## config.mk

```make
export PLATFORM = sky130hd
export DESIGN_NAME = sdac_frontend
export DESIGN_NICKNAME = d
export VERILOG_FILES = /design/src/rtl/sdac_pkg.sv /design/src/rtl/sdac_sync.sv /design/src/rtl/sdac_shift.sv /design/src/rtl/sdac_latch_bank.sv /design/src/rtl/sdac_frontend.sv
export SDC_FILE = /design/constraint.sdc
export NUM_CORES = 1
export LEC_CHECK = 0
export ABC_AREA = 1
export BUFFER_PORTS_ARGS = -buffer_cell sky130_fd_sc_hd__buf_4
export CELL_PAD_IN_SITES_DETAIL_PLACEMENT = 2
export CELL_PAD_IN_SITES_GLOBAL_PLACEMENT = 2
export CORE_MARGIN = 1
export CORE_UTILIZATION = 32
export CTS_BUF_LIST = sky130_fd_sc_hd__clkbuf_16
export DETAILED_ROUTE_END_ITERATION = 7
export PLACE_DENSITY_LB_ADDON = 0.1
export SYNTH_ARGS = -nofsm -noshare
export SYNTH_HDL_FRONTEND = slang
export SYNTH_SLANG_ARGS = --single-unit
```

## constraint.sdc

```tcl
create_clock -name clk -period 1.79 [get_ports clk]
set_input_delay 0 -clock clk [delete_from_list [all_inputs] [get_ports clk]]
set_output_delay 0 -clock clk [all_outputs]
set_load 0.05 [all_outputs]
```

## src/rtl/sdac_pkg.sv

```systemverilog
// Package: shared sizes and the serial word layout for the DAC front end.
// Assumes a 16-bit word with the channel bit at the top and the code at the bottom.
package sdac_pkg;
    localparam int WORD_W  = 16;
    localparam int CODE_W  = 12;
    localparam int NUM_CH  = 2;
    localparam int SYNC_N  = 2;
    localparam int CNT_W   = $clog2(WORD_W + 1);
    localparam int SEL_W   = (NUM_CH > 1) ? $clog2(NUM_CH) : 1;
    localparam int CTRL_W  = WORD_W - CODE_W;
endpackage

```

## src/rtl/sdac_sync.sv

```systemverilog
// Module: multi-stage synchroniser for a bundle of asynchronous inputs.
// Assumes STAGES >= 2; every flop resets to RST_VAL so idle levels are seen at reset.
module sdac_sync #(
    parameter int          W       = 3,
    parameter int          STAGES  = 2,
    parameter logic [W-1:0] RST_VAL = '0
) (
    input  logic         clk,
    input  logic         rst_n,
    input  logic [W-1:0] d,
    output logic [W-1:0] q
);
    logic [W-1:0] st [STAGES];

    // First stage: capture the raw asynchronous inputs.
    always_ff @(posedge clk) begin
        if (!rst_n) st[0] <= RST_VAL;
        else        st[0] <= d;
    end

    for (genvar i = 1; i < STAGES; i++) begin : g_stage
        // Later stage: pass the sample one flop further.
        always_ff @(posedge clk) begin
            if (!rst_n) st[i] <= RST_VAL;
            else        st[i] <= st[i-1];
        end
    end

    assign q = st[STAGES-1];
endmodule

```

## src/rtl/sdac_shift.sv

```systemverilog
// Module: serial receiver with edge detection, shift register, saturating bit count
// and one-shot transfer request. Inputs must already be synchronised to clk.
// Assumes each serial level lasts at least two clk cycles.
module sdac_shift #(
    parameter int WORD_W = 16,
    parameter int CNT_W  = 5
) (
    input  logic              clk,
    input  logic              rst_n,
    input  logic              cs_n,
    input  logic              sclk,
    input  logic              sdi,
    output logic [WORD_W-1:0] word,
    output logic [CNT_W-1:0]  cnt,
    output logic              xfer
);
    localparam logic [CNT_W-1:0] FULL = CNT_W'(WORD_W);

    logic cs_d, sclk_d, armed;
    logic cs_fall, cs_rise, sclk_fall, sclk_rise, full;

    // Edge decode against the previous synchronised level.
    always_comb begin
        cs_fall   = cs_d & ~cs_n;
        cs_rise   = ~cs_d & cs_n;
        sclk_fall = sclk_d & ~sclk;
        sclk_rise = ~sclk_d & sclk;
        full      = (cnt == FULL);
        xfer      = armed & full & ~cs_fall & (sclk_rise | cs_rise);
    end

    // Previous-level registers for edge detection.
    always_ff @(posedge clk) begin
        if (!rst_n) begin
            cs_d   <= 1'b1;
            sclk_d <= 1'b0;
        end else begin
            cs_d   <= cs_n;
            sclk_d <= sclk;
        end
    end

    // Word state: restart on select, disarm on transfer or abort, else shift.
    always_ff @(posedge clk) begin
        if (!rst_n) begin
            word  <= '0;
            cnt   <= '0;
            armed <= 1'b0;
        end else if (cs_fall) begin
            cnt   <= '0;
            armed <= 1'b1;
        end else if (xfer || cs_rise) begin
            armed <= 1'b0;
        end else if (sclk_fall && !cs_n && !full) begin
            word <= {word[WORD_W-2:0], sdi};
            cnt  <= cnt + 1'b1;
        end
    end
endmodule

```

## src/rtl/sdac_latch_bank.sv

```systemverilog
// Module: per-channel holding latches with one-cycle update pulses.
// Assumes the channel index sits in the top word bits and the code in the bottom.
module sdac_latch_bank #(
    parameter int WORD_W = 16,
    parameter int CODE_W = 12,
    parameter int NUM_CH = 2,
    parameter int SEL_W  = 1
) (
    input  logic                          clk,
    input  logic                          rst_n,
    input  logic                          xfer,
    input  logic [WORD_W-1:0]             word,
    output logic [NUM_CH-1:0][CODE_W-1:0] code,
    output logic [NUM_CH-1:0]             upd
);
    logic [SEL_W-1:0]  sel;
    logic [CODE_W-1:0] val;
    logic [WORD_W-SEL_W-CODE_W-1:0] unused_ctrl;

    // Field split of the received word.
    always_comb begin
        sel         = word[WORD_W-1 -: SEL_W];
        val         = word[CODE_W-1:0];
        unused_ctrl = word[WORD_W-SEL_W-1:CODE_W];
    end

    for (genvar c = 0; c < NUM_CH; c++) begin : g_ch
        // Channel latch: load on a transfer addressed to this channel.
        always_ff @(posedge clk) begin
            if (!rst_n) begin
                code[c] <= '0;
                upd[c]  <= 1'b0;
            end else begin
                upd[c] <= xfer && (sel == SEL_W'(c));
                if (xfer && (sel == SEL_W'(c))) code[c] <= val;
            end
        end
    end
endmodule

```

## src/rtl/sdac_frontend.sv

```systemverilog
// Module: top of the serial-load DAC input register. Synchronises the three serial
// wires, receives 16-bit words and routes each complete word to a channel latch.
// Assumes serial levels are held for at least two clk cycles each.
module sdac_frontend
    import sdac_pkg::*;
(
    input  logic              clk,
    input  logic              rst_n,
    input  logic              cs_n,
    input  logic              sclk,
    input  logic              sdi,
    output logic [CODE_W-1:0] code_a,
    output logic [CODE_W-1:0] code_b,
    output logic              upd_a,
    output logic              upd_b
);
    logic [2:0]                    sync_q;
    logic                          cs_s, sclk_s, sdi_s;
    logic [WORD_W-1:0]             rx_word;
    logic [CNT_W-1:0]              rx_cnt;
    logic                          rx_xfer;
    logic [NUM_CH-1:0][CODE_W-1:0] ch_code;
    logic [NUM_CH-1:0]             ch_upd;

    sdac_sync #(.W(3), .STAGES(SYNC_N), .RST_VAL(3'b100)) u_sync (
        .clk(clk), .rst_n(rst_n), .d({cs_n, sclk, sdi}), .q(sync_q)
    );

    // Unpack the synchronised bundle.
    always_comb begin
        cs_s   = sync_q[2];
        sclk_s = sync_q[1];
        sdi_s  = sync_q[0];
    end

    sdac_shift #(.WORD_W(WORD_W), .CNT_W(CNT_W)) u_shift (
        .clk(clk), .rst_n(rst_n), .cs_n(cs_s), .sclk(sclk_s), .sdi(sdi_s),
        .word(rx_word), .cnt(rx_cnt), .xfer(rx_xfer)
    );

    sdac_latch_bank #(.WORD_W(WORD_W), .CODE_W(CODE_W), .NUM_CH(NUM_CH), .SEL_W(SEL_W)) u_bank (
        .clk(clk), .rst_n(rst_n), .xfer(rx_xfer), .word(rx_word),
        .code(ch_code), .upd(ch_upd)
    );

    // Present the two channels at the ports.
    always_comb begin
        code_a = ch_code[0];
        code_b = ch_code[1];
        upd_a  = ch_upd[0];
        upd_b  = ch_upd[1];
    end
endmodule

```

==> results of run 1 <==
routing by layer:
layer	share of wire	vias up	global-route usage
li1	-	1101	-
met1	0.47	1036	0.2038
met2	0.49	30	0.3035
met3	0.027	6	0.03047
met4	0.012	0	0.04839
met5	0	-	0
layout make-up:
| cell class | count | area (sq um) | share of cell area |
|---|---|---|---|
| inverter | 77 | 294.0 | 0.1003 |
| tap | 99 | 123.9 | 0.04224 |
| clock buffer | 5 | 125.1 | 0.04266 |
| multi-input combinational | 194 | 942.2 | 0.3212 |
| timing repair buffer | 41 | 315.3 | 0.1075 |
| sequential | 56 | 1121 | 0.3823 |
| clock inverter | 3 | 11.26 | 0.003840 |
sequential cells by signal, indices dropped and copies added, names as in the netlist:
signal	cells
u_bank.code	24
u_shift.sclk_d	1
u_shift.cnt	5
u_sync.st	6
u_shift.word	16
u_shift.cs_d	1
u_bank.upd	2
u_shift.armed	1
cells by family after synthesis:
family	count (synthesis)	synth area share
xor+xnor	3	0.01087
compound gates	24	0.04969
fa+ha+maj	2	0.01035
flops	56	0.4638
buf+inv	94	0.1527
simple gates	165	0.3126
worst max path at each step:
stage                                     to  cells past startpoint                   startpoint  slack [ns]
2_1_floorplan  u_shift.word[15]$_SDFFE_PN0P_                      9  u_shift.cnt[0]$_SDFFE_PP0P_        0.32
3_3_place_gp    u_shift.word[6]$_SDFFE_PN0P_                      9  u_shift.cnt[0]$_SDFFE_PP0P_        0.16
3_5_place_dp    u_shift.word[4]$_SDFFE_PN0P_                      9  u_shift.cnt[0]$_SDFFE_PP0P_        0.09
4_1_cts         u_shift.word[4]$_SDFFE_PN0P_                      9  u_shift.cnt[0]$_SDFFE_PP0P_        0.03
5_1_grt         u_shift.word[4]$_SDFFE_PN0P_                      9  u_shift.cnt[0]$_SDFFE_PP0P_       0.004
6_report        u_shift.word[4]$_SDFFE_PN0P_                      9  u_shift.cnt[0]$_SDFFE_PP0P_        0.15
layout by cell type, fill, tap and decap left out, types with 2 or more instances in the layout:
master and instances:
clkbuf_16 5, or2_2 2, dfxtp_1 56, inv_1 76
nand2_2 2, o21ai_0 2, nand2_1 84, a21oi_1 22
nor2_1 27, clkinv_1 2, dlygate4sd3_1 3, xor2_1 2
nand3_1 19, ha_1 2, nand4_1 25, buf_4 38
nand3_4 2
per-stage QoR:
step                  util  cell area [sq um]  power, mW  setup slack (ns)
floorplan                -               2417      1.341            0.3216
global placement    0.3768               2748      1.370            0.1630
detailed placement  0.3768               2748      1.373           0.09229
CTS                 0.3996               2914      2.333           0.03132
global route        0.4022               2933      2.382          0.004232
finish              0.4022               2933      2.290            0.1525
repair_timing:
item | CTS | global route
resized for setup | 0 | 4
hold buffers | 3 | 0
endpoints found under the hold margin | 3 | 0
endpoints found under the setup margin | 0 | 32
power groups by stage:
stage          logic, mW  clock network (mW)  registers, mW
2_1_floorplan     0.0548                   0           1.29
3_3_place_gp      0.0834                   0           1.29
3_5_place_dp      0.0856                   0           1.29
4_1_cts           0.0908               0.984           1.26
5_1_grt            0.101                1.02           1.26
6_report          0.0889               0.943           1.26
==> results.ini, run 1 <==
[run_status]
status=complete, no violations

[place]
numPlacedInstances=464
place_hpwl_um=4393
place_congestion=0.7617
port_buffers=30

[power]
vdd_drop_max_v=0.0004727
p_int_mw=1.790
clockPowerShare=0.412
power_frac_comb=0.039
seqPwrFrac=0.549
switching_share=0.2183
p_leak_nw=1.311
power.net_switching_uw=499.7
power_density_nw_per_um2=780.7

[min_path]
min_from=rst_n
hold_depth=2
holdPathEnd=u_shift.cs_d$_SDFF_PN1_
hold_class=in -> reg

[setup_path]
path_class=reg -> reg
worstReg2RegStart=u_shift.cnt[0]$_SDFFE_PP0P_
critical_path.max_fanout=19
startpoint_type=flop
reg2reg_to=u_shift.word[4]$_SDFFE_PN0P_
end_kind=flop
rr_worst_depth=9
crit_chain=inv_1 -> ha_1 -> nand2_1 -> clkinv_1 -> nand2_4 -> nand2_2 -> inv_6 -> nand3_1 -> a21oi_1
required_ns=2.01
worst_path_max_delay_cell=dfxtp_1
worst_path_largest_cell_delay_ns=0.37
rrSetupSlack_ns=0.15
cp_top_family=simple AND/OR/NAND/NOR gates
worstPathArrival_ns=1.86
path_buf_inv=3

[sta]
setup_violations=0
period_share=0.9148
maxSlewViolCount=0
timing.fmax_ghz=0.6107
tns_ns=0
min_period_ns=1.637
max_slew_margin=0.7064
rsz0062_at_grt=false
fin_skew_ns=0.005094
worstMarginPinSlew_ns=0.4399
whs_ns=0.05437
hold_viol=0

[synthesis]
syn_avg_cell_area_sq_um=7.027
synth.most_common_cell=nand2_1
async_reset_ff_frac=0
syn_nets=351
ys_seq_elements=56
ys_seq_area_frac=0.4638
synth_top_flop_cell=dfxtp_1
yosys.area.top_type_share=0.4638
ys_warn_count=0
synthTopCellsByArea=dfxtp_1 (46%), nand2_1 (13%), inv_1 (11%), nand4_1 (6.5%), a21oi_1 (4.6%)
synth_cell_type_count=25
synthCells=344
synth_common_cells=nand2_1 (84), inv_1 (74), dfxtp_1 (56)
syn-cell-area_sq_um=2417
synth-edff-count=0
synth.largest_area_cell=dfxtp_1

[grt]
grt-ovfl-total=0
grt_pass1_wl_um=10230
antenna_found_initial=0
first_global_vias=2242
grt_start_max_net_pins=33
track_usage=0.1680

[run]
max-cap-violations=0

[drt]
post_drt_wl_per_cell_um=12.77
drt_iter0_markers=42
routed_wl_um=6068
post-route-drc-count=0
vias=2173
detail-route-antenna-nets=0
first_pass_iters=4
viasPerCell=4.575

[floorplan]
io_pins=31
dieArea_sq_um=7906
die_y_um=88.92
core_area_sq_um=7292
rows=31
die_w_um=88.92
initial_core_util=0.3315

[cts]
cts_root_buf=clkbuf_16
ctsLongestPathBuffers=2
tritoncts=built
clock_sinks=56
cts_setup_buffers=0
path_clk_slew_ns=0.07
insertion_delay_ns=0.29
numCtsBuffers=5
htree_levels=2

[finish]
stdcell_count=475
fill_cells=912
antenna_cells=0
area_growth_pct=21.32
nets=382
drive_above_1_share=0.1436

(Power assumes the default switching activity.)
==> run 2: changes to the inputs <==
--- a/config.mk
+++ b/config.mk
@@ -10,7 +10,7 @@
 export CELL_PAD_IN_SITES_DETAIL_PLACEMENT = 2
 export CELL_PAD_IN_SITES_GLOBAL_PLACEMENT = 2
 export CORE_MARGIN = 1
-export CORE_UTILIZATION = 32
+export CORE_UTILIZATION = 34
 export CTS_BUF_LIST = sky130_fd_sc_hd__clkbuf_16
 export DETAILED_ROUTE_END_ITERATION = 7
 export PLACE_DENSITY_LB_ADDON = 0.1
==> constraint.sdc (replaced) <==
create_clock -name clk -period 2 [get_ports clk]
set_input_delay 0 -clock clk [delete_from_list [all_inputs] [get_ports clk]]
set_output_delay 0 -clock clk [all_outputs]
set_load 0.05 [all_outputs]
==> run 2 against run 1 <==
Compared with the run above: cell count decreased by 0.84%; combinational power decreased by 15%; clock skew rose by 0.0035 ns; largest cell class unchanged; largest power group unchanged; highest routed layer unchanged.
==> results.ini, run 2 (synthesis results as in run 1) <==
[power]
power_frac_comb=0.034
power.net_switching_uw=466.3
vdd_drop_max_v=0.0003701
p_int_mw=1.742
switching_share=0.2112
power_density_nw_per_um2=751.4
clockPowerShare=0.456
seqPwrFrac=0.510
p_leak_nw=1.315

[min_path]
hold_class=in -> reg
holdPathEnd=u_shift.cs_d$_SDFF_PN1_
hold_depth=3
min_from=rst_n

[drt]
drt_iter0_markers=70
highest_layer=met4
vias=2224
detail-route-antenna-nets=0
drt-met1-wl_um=2814
dr_wl_met2_um=3156
post-route-drc-count=0
viasPerCell=4.722
met3_length_um=134
post_drt_wl_per_cell_um=13.08
routed_wl_um=6160
first_pass_iters=4

[floorplan]
core_area_sq_um=6832
die_y_um=86.32
initial_core_util=0.3538
die_w_um=86.32
io_pins=31
rows=30
dieArea_sq_um=7451

[setup_path]
worst_path_largest_cell_delay_ns=0.36
worstReg2RegStart=u_shift.cnt[0]$_SDFFE_PP0P_
end_kind=flop
path_class=reg -> reg
rr_worst_depth=9
critical_path.max_fanout=19
worstPathArrival_ns=1.92
required_ns=2.21
rrSetupSlack_ns=0.29
crit_chain=inv_1 -> ha_1 -> nand2_1 -> clkinv_1 -> nand2_4 -> nand2_2 -> clkinv_2 -> nand3_1 -> a21oi_1
startpoint_type=flop
reg2reg_to=u_shift.word[12]$_SDFFE_PN0P_
worst_path_max_delay_cell=dfxtp_1

[sta]
worstMarginPinSlew_ns=0.7099
period_share=0.8571
timing.fmax_ghz=0.5834
rsz0062_at_grt=false
fin_skew_ns=0.008548
hold_viol=0
tns_ns=0
min_period_ns=1.714
whs_ns=0.1693
max_slew_margin=0.5262
setup_violations=0
maxSlewViolCount=0

[run]
max-cap-violations=0

[finish]
layout_commonest_cell=nand2_1
nets=381
mostFrequentLayoutCells=nand2_1 (84), inv_1 (74), dfxtp_1 (56)
largest_register=u_bank.code
largest_register_ffs=24
drive_above_1_share=0.1493
antenna_cells=0
fill_cells=830
area_growth_pct=21.58
reg.largest.list=u_bank.code x24, u_shift.word x16, u_sync.st x6

[grt]
first_global_vias=2286
antenna_found_initial=0
grt_pass1_wl_um=10630
track_usage=0.1829
grt_start_max_net_pins=32
grt-ovfl-total=0

[cts]
clock_sinks=56
insertion_delay_ns=0.29
htree_levels=2
path_clk_slew_ns=0.07
cts_root_buf=clkbuf_16
numCtsBuffers=5
tritoncts=built
post_cts_resized=0
ctsLongestPathBuffers=2

[run_status]
status=complete, no violations

[place]
place_hpwl_um=4444
port_buffers=30
place_congestion=0.7335

-- run 2: cell types whose count changed in the layout (fill, tap and decap cells not counted), sizes merged --
cell	change
inv	-3
clkinv	+2
buf	-1
bufinv	+1
-- run 2: critical path: cells and delay by family, from the launching register on --
family,cells,cell delay (ns)
and+or+nand+nor,4,0.46
DFF,1,0.36
AOI/OAI and AO/OA,1,0.16
buffers and inverters,3,0.46
adders and majority gates,1,0.19
-- run 2: worst max-delay path by stage --
stage	from	to	slack, ns	cells after the start
3_3_place_gp	u_shift.cnt[0]$_SDFFE_PP0P_	u_bank.code[10]$_SDFFE_PN0P_	0.39	10
4_1_cts	u_shift.cnt[0]$_SDFFE_PP0P_	u_shift.word[12]$_SDFFE_PN0P_	0.26	9
6_report	u_shift.cnt[0]$_SDFFE_PP0P_	u_shift.word[12]$_SDFFE_PN0P_	0.29	9
2_1_floorplan	u_shift.cnt[0]$_SDFFE_PP0P_	u_shift.word[15]$_SDFFE_PN0P_	0.53	9
3_5_place_dp	u_shift.cnt[0]$_SDFFE_PP0P_	u_bank.code[15]$_SDFFE_PN0P_	0.29	10
5_1_grt	u_shift.cnt[0]$_SDFFE_PP0P_	u_shift.word[12]$_SDFFE_PN0P_	0.08	9
-- run 2: what timing repair did --
item,4_1_cts,5_1_grt
endpoints found under the setup margin,0,0
buffers inserted,0,0
hold endpoints to repair,3,0
hold buffers,3,0
-- run 2: cell type report --
type | count | area, sq um | share of cell area
Clock buffer | 5 | 125.1 | 0.04257
Clock inverter | 3 | 47.55 | 0.01618
Inverter | 77 | 290.3 | 0.09877
Multi-Input combinational cell | 194 | 927.1 | 0.3155
Sequential cell | 56 | 1121 | 0.3814
Tap cell | 96 | 120.1 | 0.04087
Timing Repair Buffer | 40 | 307.8 | 0.1047
-- run 2: per-layer routing --
layer  track usage  vias up
li1              -     1102
met1        0.2139     1087
met2        0.3398       31
met3       0.03714        4
met4       0.04545        0
met5             0        -
-- run 2: per-stage QoR --
stage	instances	instance area, sq um	setup WS (ns)	util	power (mW)
2_1_floorplan	344	2417	0.5316	-	1.200
3_3_place_gp	460	2736	0.3874	0.4005	1.222
3_5_place_dp	460	2736	0.2907	0.4005	1.224
4_1_cts	471	2939	0.2611	0.4302	2.247
5_1_grt	471	2939	0.08361	0.4302	2.299
6_report	471	2939	0.2859	0.4302	2.208
-- run 2: power by group through the flow --
stage	clock network, mW	registers, mW	logic (mW)
2_1_floorplan	0	1.15	0.0490
3_3_place_gp	0	1.15	0.0705
3_5_place_dp	0	1.15	0.0722
4_1_cts	1.04	1.13	0.0770
5_1_grt	1.09	1.13	0.0856
6_report	1.01	1.13	0.0754
